==> src/rtl/egm_pkg.sv <==
package egm_pkg;

  typedef enum logic [2:0] {
    OP_COPY    = 3'd0,
    OP_INSERT  = 3'd1,
    OP_DROP    = 3'd2,
    OP_REPLACE = 3'd3,
    OP_DECR    = 3'd4,
    OP_CSUM    = 3'd5,
    OP_RSV6    = 3'd6,
    OP_RSV7    = 3'd7
  } edit_op_e;

  typedef struct packed {
    edit_op_e   op;
    logic [4:0] reps;
  } edit_cmd_t;

  typedef enum logic {
    ST_IDLE = 1'b0,
    ST_RUN  = 1'b1
  } run_st_e;

  function automatic logic [7:0] sat_dec(input logic [7:0] b);
    return (b == 8'h00) ? 8'h00 : b - 8'h01;
  endfunction

endpackage

==> src/rtl/egm_regfile.sv <==
module egm_regfile #(
  parameter int DEPTH = 20,
  parameter int AW    = 5,
  parameter int W     = 8
) (
  input  logic          clk,
  input  logic          we,
  input  logic [AW-1:0] waddr,
  input  logic [W-1:0]  wdata,
  input  logic [AW-1:0] raddr,
  output logic [W-1:0]  rdata
);

  localparam logic [AW-1:0] LAST_IDX = AW'(DEPTH - 1);

  logic [W-1:0] rd_tab [DEPTH];

  for (genvar g = 0; g < DEPTH; g++) begin : g_entry
    logic         hit;
    logic [W-1:0] ent_q;
    assign hit = we && (waddr == AW'(g));
    always_ff @(posedge clk) begin
      if (hit) ent_q <= wdata;
    end
    assign rd_tab[g] = ent_q;
  end

  always_comb begin
    rdata = '0;
    if (raddr <= LAST_IDX) rdata = rd_tab[raddr];
  end

endmodule

==> src/rtl/egm_exec.sv <==
module egm_exec
  import egm_pkg::*;
#(
  parameter int CIW = 5,
  parameter int OPW = 7
) (
  input  logic           clk,
  input  logic           rst_n,
  input  logic           len_we,
  input  logic [CIW-1:0] len_wdata,
  output logic [CIW-1:0] cmd_idx,
  input  edit_cmd_t      cmd_word,
  output logic [OPW-1:0] opr_ptr,
  input  logic [7:0]     opr_byte,
  input  logic           in_valid,
  input  logic [7:0]     in_data,
  input  logic           in_sof,
  input  logic           in_eof,
  output logic           in_ready,
  input  logic           push_ok,
  output logic           push,
  output logic [7:0]     push_data,
  output logic           push_sof,
  output logic           push_eof,
  output logic           mark
);

  run_st_e        st_q, st_d;
  logic [CIW-1:0] idx_q, idx_d, len_q, len_d;
  logic [4:0]     rep_q, rep_d;
  logic [OPW-1:0] ptr_q, ptr_d;
  logic           first_q, first_d;

  logic           live, needs_in, emits, uses_opr, fire;
  edit_op_e       cur_op;
  logic [4:0]     last_rep;

  // command decode
  always_comb begin
    live   = (st_q == ST_RUN) && (idx_q < len_q);
    cur_op = OP_COPY;
    if (live) begin
      case (cmd_word.op)
        OP_RSV6, OP_RSV7: cur_op = OP_COPY;
        default:          cur_op = cmd_word.op;
      endcase
    end
    if (cur_op == OP_CSUM)          last_rep = 5'd1;
    else if (cmd_word.reps == 5'd0) last_rep = 5'd0;
    else                            last_rep = cmd_word.reps - 5'd1;
    needs_in = (cur_op != OP_INSERT);
    emits    = (cur_op != OP_DROP);
    uses_opr = (cur_op == OP_INSERT) || (cur_op == OP_REPLACE) || (cur_op == OP_CSUM);
  end

  // handshake and emitted byte
  always_comb begin
    if (st_q == ST_IDLE) in_ready = !in_sof;
    else                 in_ready = needs_in && (!emits || push_ok);
    fire = (st_q == ST_RUN) && (needs_in ? (in_valid && in_ready) : push_ok);
    push = fire && emits;
    case (cur_op)
      OP_INSERT, OP_REPLACE, OP_CSUM: push_data = opr_byte;
      OP_DECR:                        push_data = sat_dec(in_data);
      default:                        push_data = in_data;
    endcase
    push_sof = first_q;
    push_eof = needs_in && in_eof;
    mark     = fire && !emits && in_eof;
  end

  // next state
  always_comb begin
    st_d    = st_q;
    idx_d   = idx_q;
    rep_d   = rep_q;
    ptr_d   = ptr_q;
    first_d = first_q;
    len_d   = len_we ? len_wdata : len_q;
    case (st_q)
      ST_IDLE: begin
        if (in_valid && in_sof) begin
          st_d    = ST_RUN;
          idx_d   = '0;
          rep_d   = '0;
          ptr_d   = '0;
          first_d = 1'b1;
        end
      end
      default: begin
        if (fire) begin
          if (uses_opr && (ptr_q != '1)) ptr_d = ptr_q + 1'b1;
          if (push) first_d = 1'b0;
          if (live) begin
            if (rep_q == last_rep) begin
              idx_d = idx_q + 1'b1;
              rep_d = '0;
            end else begin
              rep_d = rep_q + 5'd1;
            end
          end
          if (needs_in && in_eof) st_d = ST_IDLE;
        end
      end
    endcase
  end

  always_ff @(posedge clk or negedge rst_n) begin
    if (!rst_n) begin
      st_q    <= ST_IDLE;
      idx_q   <= '0;
      rep_q   <= '0;
      ptr_q   <= '0;
      first_q <= 1'b0;
      len_q   <= '0;
    end else begin
      st_q    <= st_d;
      idx_q   <= idx_d;
      rep_q   <= rep_d;
      ptr_q   <= ptr_d;
      first_q <= first_d;
      len_q   <= len_d;
    end
  end

  assign cmd_idx = idx_q;
  assign opr_ptr = ptr_q;

endmodule

==> src/rtl/egm_out_stage.sv <==
module egm_out_stage (
  input  logic       clk,
  input  logic       rst_n,
  input  logic       push,
  input  logic [7:0] push_data,
  input  logic       push_sof,
  input  logic       push_eof,
  input  logic       mark,
  output logic       push_ok,
  input  logic       out_ready,
  output logic       out_valid,
  output logic [7:0] out_data,
  output logic       out_sof,
  output logic       out_eof
);

  logic       h_vld_q, h_vld_d, h_eof_q, h_eof_d, h_sof_q;
  logic [7:0] h_data_q;
  logic       o_vld_q, o_vld_d, o_sof_q, o_eof_q;
  logic [7:0] o_data_q;
  logic       o_free, h_move;

  always_comb begin
    o_free  = !o_vld_q || out_ready;
    h_move  = h_vld_q && o_free && (h_eof_q || push);
    push_ok = !h_vld_q || o_free;

    o_vld_d = o_vld_q;
    if (h_move)         o_vld_d = 1'b1;
    else if (out_ready) o_vld_d = 1'b0;

    h_vld_d = h_vld_q;
    h_eof_d = h_eof_q;
    if (push) begin
      h_vld_d = 1'b1;
      h_eof_d = push_eof;
    end else if (h_move) begin
      h_vld_d = 1'b0;
    end else if (mark && h_vld_q && !h_eof_q) begin
      h_eof_d = 1'b1;
    end
  end

  always_ff @(posedge clk or negedge rst_n) begin
    if (!rst_n) begin
      h_vld_q <= 1'b0;
      h_eof_q <= 1'b0;
      o_vld_q <= 1'b0;
    end else begin
      h_vld_q <= h_vld_d;
      h_eof_q <= h_eof_d;
      o_vld_q <= o_vld_d;
    end
  end

  always_ff @(posedge clk) begin
    if (push) begin
      h_data_q <= push_data;
      h_sof_q  <= push_sof;
    end
    if (h_move) begin
      o_data_q <= h_data_q;
      o_sof_q  <= h_sof_q;
      o_eof_q  <= h_eof_q;
    end
  end

  assign out_valid = o_vld_q;
  assign out_data  = o_data_q;
  assign out_sof   = o_sof_q;
  assign out_eof   = o_eof_q;

endmodule

==> src/rtl/egress_editor.sv <==
module egress_editor
  import egm_pkg::*;
#(
  parameter int CMD_DEPTH = 20,
  parameter int OPR_DEPTH = 56,
  localparam int CIW = $clog2(CMD_DEPTH + 1),
  localparam int OAW = $clog2(OPR_DEPTH),
  localparam int OPW = OAW + 1
) (
  input  logic           clk,
  input  logic           rst_n,
  input  logic           cfg_cmd_we,
  input  logic [CIW-1:0] cfg_cmd_addr,
  input  logic [7:0]     cfg_cmd_data,
  input  logic           cfg_len_we,
  input  logic [CIW-1:0] cfg_len,
  input  logic           cfg_opr_we,
  input  logic [OAW-1:0] cfg_opr_addr,
  input  logic [7:0]     cfg_opr_data,
  input  logic           in_valid,
  output logic           in_ready,
  input  logic [7:0]     in_data,
  input  logic           in_sof,
  input  logic           in_eof,
  output logic           out_valid,
  input  logic           out_ready,
  output logic [7:0]     out_data,
  output logic           out_sof,
  output logic           out_eof
);

  logic [1:0]     rs_q;
  logic           rst_sync_n;
  logic [CIW-1:0] cmd_idx;
  logic [7:0]     cmd_raw;
  edit_cmd_t      cmd_word;
  logic [OPW-1:0] opr_ptr;
  logic [7:0]     opr_byte;
  logic           push_ok, push, push_sof, push_eof, mark;
  logic [7:0]     push_data;

  always_ff @(posedge clk or negedge rst_n) begin
    if (!rst_n) rs_q <= 2'b00;
    else        rs_q <= {rs_q[0], 1'b1};
  end
  assign rst_sync_n = rs_q[1];

  egm_regfile #(.DEPTH(CMD_DEPTH), .AW(CIW), .W(8)) u_cmds (
    .clk   (clk),
    .we    (cfg_cmd_we),
    .waddr (cfg_cmd_addr),
    .wdata (cfg_cmd_data),
    .raddr (cmd_idx),
    .rdata (cmd_raw)
  );
  assign cmd_word = edit_cmd_t'(cmd_raw);

  egm_regfile #(.DEPTH(OPR_DEPTH), .AW(OPW), .W(8)) u_oprs (
    .clk   (clk),
    .we    (cfg_opr_we),
    .waddr ({1'b0, cfg_opr_addr}),
    .wdata (cfg_opr_data),
    .raddr (opr_ptr),
    .rdata (opr_byte)
  );

  egm_exec #(.CIW(CIW), .OPW(OPW)) u_exec (
    .clk       (clk),
    .rst_n     (rst_sync_n),
    .len_we    (cfg_len_we),
    .len_wdata (cfg_len),
    .cmd_idx   (cmd_idx),
    .cmd_word  (cmd_word),
    .opr_ptr   (opr_ptr),
    .opr_byte  (opr_byte),
    .in_valid  (in_valid),
    .in_data   (in_data),
    .in_sof    (in_sof),
    .in_eof    (in_eof),
    .in_ready  (in_ready),
    .push_ok   (push_ok),
    .push      (push),
    .push_data (push_data),
    .push_sof  (push_sof),
    .push_eof  (push_eof),
    .mark      (mark)
  );

  egm_out_stage u_out (
    .clk       (clk),
    .rst_n     (rst_sync_n),
    .push      (push),
    .push_data (push_data),
    .push_sof  (push_sof),
    .push_eof  (push_eof),
    .mark      (mark),
    .push_ok   (push_ok),
    .out_ready (out_ready),
    .out_valid (out_valid),
    .out_data  (out_data),
    .out_sof   (out_sof),
    .out_eof   (out_eof)
  );

endmodule

==> config.mk <==
export PLATFORM = sky130hd
export DESIGN_NAME = egress_editor
export DESIGN_NICKNAME = d
export VERILOG_FILES = /design/src/rtl/egm_pkg.sv /design/src/rtl/egm_regfile.sv /design/src/rtl/egm_exec.sv /design/src/rtl/egm_out_stage.sv /design/src/rtl/egress_editor.sv
export SDC_FILE = /design/constraint.sdc
export NUM_CORES = 1
export LEC_CHECK = 0
export ABC_AREA = 1
export BUFFER_PORTS_ARGS = -buffer_cell sky130_fd_sc_hd__buf_2
export CAP_MARGIN = 15
export CELL_PAD_IN_SITES_DETAIL_PLACEMENT = 0
export CELL_PAD_IN_SITES_GLOBAL_PLACEMENT = 1
export CORE_UTILIZATION = 48
export CTS_BUF_LIST = sky130_fd_sc_hd__clkbuf_4
export CTS_CLUSTER_DIAMETER = 40
export CTS_CLUSTER_SIZE = 20
export DETAILED_ROUTE_END_ITERATION = 8
export GPL_TIMING_DRIVEN = 0
export PLACE_DENSITY = 0.84
export SYNTH_ARGS = -nofsm -noshare
export SYNTH_HDL_FRONTEND = slang
export SYNTH_SLANG_ARGS = --single-unit
==> constraint.sdc <==
create_clock -name clk -period 1.6 [get_ports clk]
set_clock_uncertainty 0.2 [all_clocks]
set_input_delay 0 -clock clk [delete_from_list [all_inputs] [get_ports clk]]
set_output_delay 0 -clock clk [all_outputs]
set_load 0.02 [all_outputs]
### Word level (Yosys, flattened, before mapping)

Cells that the tools add are included.

* add/subtract/negate cells: 5
* $lt $le $gt $ge: 5
* eq/ne operators: 90
* multiplexer cells: 44
* bitwise operators: 2
* reductions and logical operators: 116

Operator list (count)
* 6-bit == test (second input constant): 24
* 6-bit by 5-bit == test with 1-bit output (second input constant): 16
* 1-bit logical AND: 90
* 8-bit two-way mux: 7
* 5-bit two-way mux: 11
* 8-bit binary-select mux with 6-bit select: 1
* 6-bit by 4-bit == test with 1-bit output (second input constant): 8
* 8-bit binary-select mux with 5-bit select: 1
* 5-bit by 4-bit == test with 1-bit output (second input constant): 8
* 7-bit two-way mux: 4
* 6-bit by 3-bit == test with 1-bit output (second input constant): 4
* 5-bit by 3-bit == test with 1-bit output (second input constant): 4
* 5-bit == test (second input constant): 4
* 1-bit two-way mux: 17
* 8-bit case mux with 2 select lines: 1
* 3-bit == test (second input constant): 4
* 6-bit by 2-bit == test with 1-bit output (second input constant): 2
* 5-bit by 1-bit adder with 5-bit output (second input constant): 2
* 5-bit by 2-bit == test with 1-bit output (second input constant): 2
* 5-bit logical NOT: 2
* 2-bit inequality test (second input constant): 5
* 3-bit AND reduction: 3
* 8-bit by 7-bit greater-or-equal comparator with 1-bit output (second input constant): 1
* 8-bit logical NOT: 1
* other kinds (27): 40

* flip-flop bits (word level): 656
* input port bits: 49

### Depth between registers and ports, before layout

* depth after elaboration: 24
* mapped depth: 28

### Cells and area by module

Synthesis repeated with hierarchy kept, for this count alone.

* cells, all modules: 2887
* area, all modules: 29168.0 um^2

By module, submodules not included
* egm_regfile (u_oprs): instances 1, cells an instance 1895, area each 19486.2 um^2
* egm_regfile (u_cmds): instances 1, cells an instance 647, area each 6891.6 um^2
* egm_exec: instances 1, cells an instance 305, area each 2026.9 um^2
* egm_out_stage: instances 1, cells an instance 36, area each 705.7 um^2
* egress_editor: instances 1, cells an instance 4, area each 57.6 um^2

### Least setup slack after synthesis

No wires, ideal clock.

* path kind: flip-flop to flip-flop
* from: register u_exec.idx_q[1], in the netlist u_exec.cmd_idx[1]
* to: register u_exec.idx_q[3], in the netlist u_exec.cmd_idx[3]
* arrival time: 2.467 ns
* path slack: -1.184 ns
* cell stages (with the launch flop): 27
* path buffers: 3
* clock period less this slack: 2.784 ns
* cells stage by stage: dfrtp_1 -> buf_4 -> inv_2 -> buf_4 -> buf_2 -> o21ai_0 -> o21ai_1 -> nand2_1 -> nand2_1 -> o21ai_1 -> nand2_1 -> inv_1 -> ha_1 -> nand3_1 -> inv_1 -> nand2_1 -> nand2_1 -> nand2_1 -> nand2_1 -> nand2_1 -> nand2_1 -> nor2_2 -> nand2_4 -> nand2_4 -> nand2_4 -> nand2_1 -> nand2_1

* word-level cells in the longest chain between the ends: 19

Ends and longest elaborated chain
* from (decl): RTL line egm_exec.sv:29 `logic [CIW-1:0] idx_q, idx_d, len_q, len_d;`
* from (signal assigned): RTL line egm_exec.sv:118 `idx_q <= idx_d;`
* 5-bit NOT with 6-bit output (implied by the code): RTL line egm_regfile.sv:30 `if (raddr <= LAST_IDX) rdata = rd_tab[raddr];`
* 8-bit binary-select mux with 5-bit select: RTL line egm_regfile.sv:30
* 8-bit two-way mux (implied by the code) (2 in series): RTL line egm_regfile.sv:30
* 8-bit two-way mux: RTL line egm_regfile.sv:30
* 3-bit == test: RTL line egm_exec.sv:43 `case (cmd_word.op)`
* 2-bit OR reduction: RTL line egm_exec.sv:43
* 3-bit two-way mux: RTL line egm_exec.sv:43
* 3-bit two-way mux: RTL line egm_exec.sv:42 `if (live) begin`
* [... 2 more ...]
* 1-bit logical OR: RTL line egm_exec.sv:59 `else in_ready = needs_in && (!emits || push_ok);`
* 1-bit logical AND: RTL line egm_exec.sv:59
* 1-bit two-way mux: RTL line egm_exec.sv:58 `if (st_q == ST_IDLE) in_ready = !in_sof;`
* 1-bit logical AND: RTL line egm_exec.sv:60 `fire = (st_q == ST_RUN) && (needs_in ? (in_valid && in_ready) : push_ok);`
* 1-bit two-way mux: RTL line egm_exec.sv:60
* 1-bit logical AND: RTL line egm_exec.sv:60
* 2-bit inequality test (no source line)
* 4-bit AND reduction (no source line)

Several ways; a longest one is shown, not always the timed one. The select of a mux whose other input is x is not followed.
A chain may end at the register's enable or synchronous reset.

### Worst setup path in the final report

* from: register u_exec.idx_q[0], in the netlist u_exec.cmd_idx[0]
* to: output in_ready

* word-level cells in the longest chain between the ends: 14

Ends and longest elaborated chain
* 5-bit NOT with 6-bit output (implied by the code): RTL line egm_regfile.sv:30
* 8-bit binary-select mux with 5-bit select: RTL line egm_regfile.sv:30
* 8-bit two-way mux (implied by the code) (2 in series): RTL line egm_regfile.sv:30
* 8-bit two-way mux: RTL line egm_regfile.sv:30
* 3-bit == test: RTL line egm_exec.sv:43
* 2-bit OR reduction: RTL line egm_exec.sv:43
* 3-bit two-way mux: RTL line egm_exec.sv:43
* 3-bit two-way mux (*): RTL line egm_exec.sv:42
* 3-bit by 2-bit inequality test with 1-bit output: RTL line egm_exec.sv:52 `emits = (cur_op != OP_DROP);`
* 1-bit logical NOT: RTL line egm_exec.sv:59
* 1-bit logical OR: RTL line egm_exec.sv:59
* 1-bit logical AND (*): RTL line egm_exec.sv:59
* 1-bit two-way mux (*): RTL line egm_exec.sv:58
* to (decl): RTL line egress_editor.sv:21 `output logic in_ready,`

Every way passes the cells marked *; elsewhere a longest branch is shown, timed or not. The select of a mux whose other input is x is not followed.

==> reports/qor.yml <==
logic_synthesis:
  yosysTopAreaCell: "edfxtp_1"
  netlist.area_leader.share_pct: 68.5
  ys.flop_type: "edfxtp_1"
  synthArstFlopShare_pct: 4.42
  synth_warnings: 0
  synth_area_leaders: "edfxtp_1, nand2_1, nor2_1, o21ai_0, dfrtp_1"
  synth_nets: 2426
  yosysSeqAreaShare_pct: 71.1
  ys_ff_latch: 656
  ys_types: 47
  syn_inst: 2366
  synth_edf_count: 627
  postSynthAreaPerCell_um2: 11.6
  synthesis.area_um2: 27500
clock_network:
  root_buffer: "clkbuf_4"
  clk_pin_slew_ns: 0.11
  numCtsBuffers: 94
  cts_tree: "done"
  cts_num_sinks: 656
  insertion_delay_ns: 0.96
  h-tree-depth: 3
  clock_path_buffers: 3
layout:
  nNetsFinal: 2765
  areaGrowthSynthToFinish_pct: 25.8
  fin_area_um2: 34600
  fillers: 4298
  final_cells: 3546
  drive_gt1_share_pct: 25.7
placed_design:
  port_buffers: 58
  dpl_cell_area_um2: 28900
  placed_cells: 3182
  gp_congestion: 0.968
  hpwl_um: 53600
floorplan:
  die_w_um: 241
  row_count: 87
  core_region_area_um2: 56500
  dieArea_um2: 58200
  dieHeight_um: 241
  io-pin-count: 61
  start_util_pct: 48.7
global_route:
  gr-total-overflow: 0
  grt_pass1_vias: 20000
  track_usage_pct: 29.7
  antenna_found_initial: 2
  grt_max_degree: 57
  grt_pass1_wl_um: 125000
power:
  combinationalPowerShare_pct: 38.2
  p_clk_share_pct: 24.9
  ir_drop_v: 0.000838
  switching_share_pct: 38.0
  seqPwrFrac_pct: 36.9
  p_total_uw: 53400
  leakagePower_uw: 0.0126
  net-switching-power_uw: 20300
  cellPowerDensity_nw_per_um2: 1540
  intPower_uw: 33100
timing:
  holdWs_ns: -0.776
  max_freq_mhz: 310
  hold_viol: 40
  slew_viol_final: 0
  worst_pin_slew_ns: 1.18
  setup_viol: 192
  setup_ws_ns: -1.62
  min_period_ns: 3.22
  min_period_over_period_pct: 201
  slew-limit-headroom_pct: 21.5
  rsz0062_at_grt: "yes"
critical_path:
  crit_buf_inv: 5
  path_cells: "buf_6 -> inv_8 -> buf_6 -> buf_8 -> nand2_2 -> nand3_2 -> nand2_1 -> nand2_1 -> nand2_2 -> nor2_4 -> o21ai_4 -> nand2_2 -> nor2_4 -> nor2_4 -> a21oi_4 -> buf_6"
  startpoint_type: "flop"
  slowest_delay_ns: 0.38
  cp_data_arrival_time_ns: 3.02
  crit_path_end_kind: "output port"
  crit_family: "simple AND/OR/NAND/NOR gates"
  cpMaxStageDelayCell: "dfrtp_1"
  crit_required_ns: 1.40
  path_class: "reg -> out"
  cp_max_fo: 6
status:
  outcome: "finished, violations left"
  violations: "negative hold slack, negative setup slack"
drt:
  vias: 20900
  first_iter_violations: 2765
  ant_nets: 0
  first_pass_iters: 6
  wirelength_um: 87300
  wl_per_cell_um: 24.6
  viasPerCell: 5.90
  route.detailed.drc: 0
hold_path:
  min_path_type: "in -> reg"
job:
  drv_cap: 0
-- synthesized netlist by cell type, types with 4 or more instances --
library cell,instances
a21oi_1,8
a22o_1,4
a31oi_1,15
buf_1,4
buf_2,13
buf_4,7
buf_6,11
clkbuf_1,93
dfrtp_1,29
edfxtp_1,627
ha_1,11
inv_1,154
inv_2,7
nand2_1,404
nand2_2,5
nand3_1,97
nand4_1,15
nor2_1,386
nor2_2,7
nor3_1,6
o2111ai_1,6
o211ai_1,18
o21ai_0,258
o21ai_1,23
o221ai_1,45
o22ai_1,74
xor2_1,11
-- flip-flops by register name, indices dropped and copies added, names as in the netlist --
register,count
u_out.out_sof,1
u_out.h_eof_q,1
rs_q,2
u_out.h_vld_q,1
u_exec.push_sof,1
u_cmds.g_entry.ent_q,160
u_oprs.g_entry.ent_q,448
u_out.out_data,8
u_exec.st_q,1
u_exec.opr_ptr,7
u_out.h_sof_q,1
u_out.out_eof,1
u_out.h_data_q,8
u_exec.cmd_idx,5
u_exec.len_q,5
u_exec.rep_q,5
u_out.out_valid,1
-- cell families (layout without fill, tap and decap cells) --
logic type	Yosys count	after routing	synth area share, %
xor gates and xnor gates	12	12	0.382
other	1	7	0.0136
DFF	656	656	71.1
muxes	1	1	0.0364
buffers and inverters	294	712	4.48
AOI/OAI and AO/OA	460	460	9.83
adders and majority gates	11	11	0.501
and+or+nand+nor	931	931	13.6
-- layout by cell type (no fill, tap or decap), types with 14 or more instances in the layout --
master / instances
buf_4: 77
nand2_1: 358
buf_12: 14
o21ai_1: 40
nand4_1: 15
clkbuf_8: 16
nand2_2: 44
edfxtp_1: 627
buf_6: 36
dfrtp_1: 26
buf_2: 53
buf_8: 14
o221ai_1: 38
inv_6: 19
o21ai_0: 216
clkbuf_16: 16
inv_1: 146
dlygate4sd3_1: 82
nor2_4: 71
nor2_2: 26
bufinv_16: 16
nor2_1: 298
nand3_1: 74
clkbuf_2: 28
clkbuf_4: 123
o211ai_1: 18
nand3_2: 20
o22ai_1: 62
o21ai_2: 19
-- worst min-delay path, cell delays in order --
cell and delay, ns:
buf_2 0.08, nor2_1 0.05, inv_1 0.12, nand2_2 0.06
-- through the flow --
| stage | worst slack [ns] | utilization, % | TNS (ns) |
|---|---|---|---|
| 2_1_floorplan | -1.18 | - | -42.20 |
| 3_3_place_gp | -2.16 | 51.1 | -305.72 |
| 3_5_place_dp | -2.20 | 51.1 | -318.20 |
| 4_1_cts | -1.68 | 59.1 | -127.53 |
| 5_1_grt | -1.76 | 61.2 | -86.92 |
| 6_report | -1.62 | 61.2 | -76.10 |
-- cell type report --
class / instances / area [µm²] / area share (%)
repair inverters: 2 / 18.8 / 0.0542
clock buffers: 101 / 758 / 2.19
flip-flops and latches: 656 / 19600 / 56.5
clock inverters: 74 / 976 / 2.82
well taps: 756 / 946 / 2.73
repair buffers: 243 / 2230 / 6.45
plain buffers: 127 / 1330 / 3.85
inverters: 165 / 674 / 1.95
multi-input cells: 1416 / 8090 / 23.4
diodes: 6 / 15.0 / 0.0434
-- power by group through the flow --
stage | combinational [µW] | sequential, µW | clock, µW
floorplan | 8470 | 20100 | 0
global placement | 14100 | 20000 | 0
detailed placement | 14300 | 20000 | 0
CTS | 18500 | 19700 | 13400
global route | 21400 | 19800 | 14100
finish | 20400 | 19700 | 13300
-- repair_timing --
action / 4_1_cts / 5_1_grt
hold endpoints to repair: 1272 / 42
buffers inserted: 66 / 31
hold buffers: 82 / 2
pin swaps: 89 / 81
gates cloned: 5 / 1
endpoints found under the setup margin: 61 / 576
gates resized for setup: 395 / 250
-- path summary, 6_finish.rpt --
path,cells past startpoint,end,slack (ns),start
setup / recovery,16,in_ready,-1.62,u_exec.cmd_idx[0]
min in group asynchronous,0,u_out.h_vld_q,0.09,rs_q[1]
max in group asynchronous,0,u_exec.opr_ptr[2],0.65,rs_q[1]
setup reg to reg,24,u_exec.rep_q[1],-1.58,u_exec.cmd_idx[1]
hold / removal,4,u_out.out_valid,-0.78,out_ready
hold reg to reg,0,u_out.h_vld_q,0.09,rs_q[1]
-- metal layers --
layer	part of all wire, %	track usage, %	up-vias	wire length [µm]
met5	0	0	-	0
met4	4.8	13.6	0	4150
met3	12	7.02	299	10300
met2	47	47.3	1415	40800
met1	37	38.8	10100	32100
li1	-	-	9138	-
No activity file was read; power rests on OpenSTA's default activity.
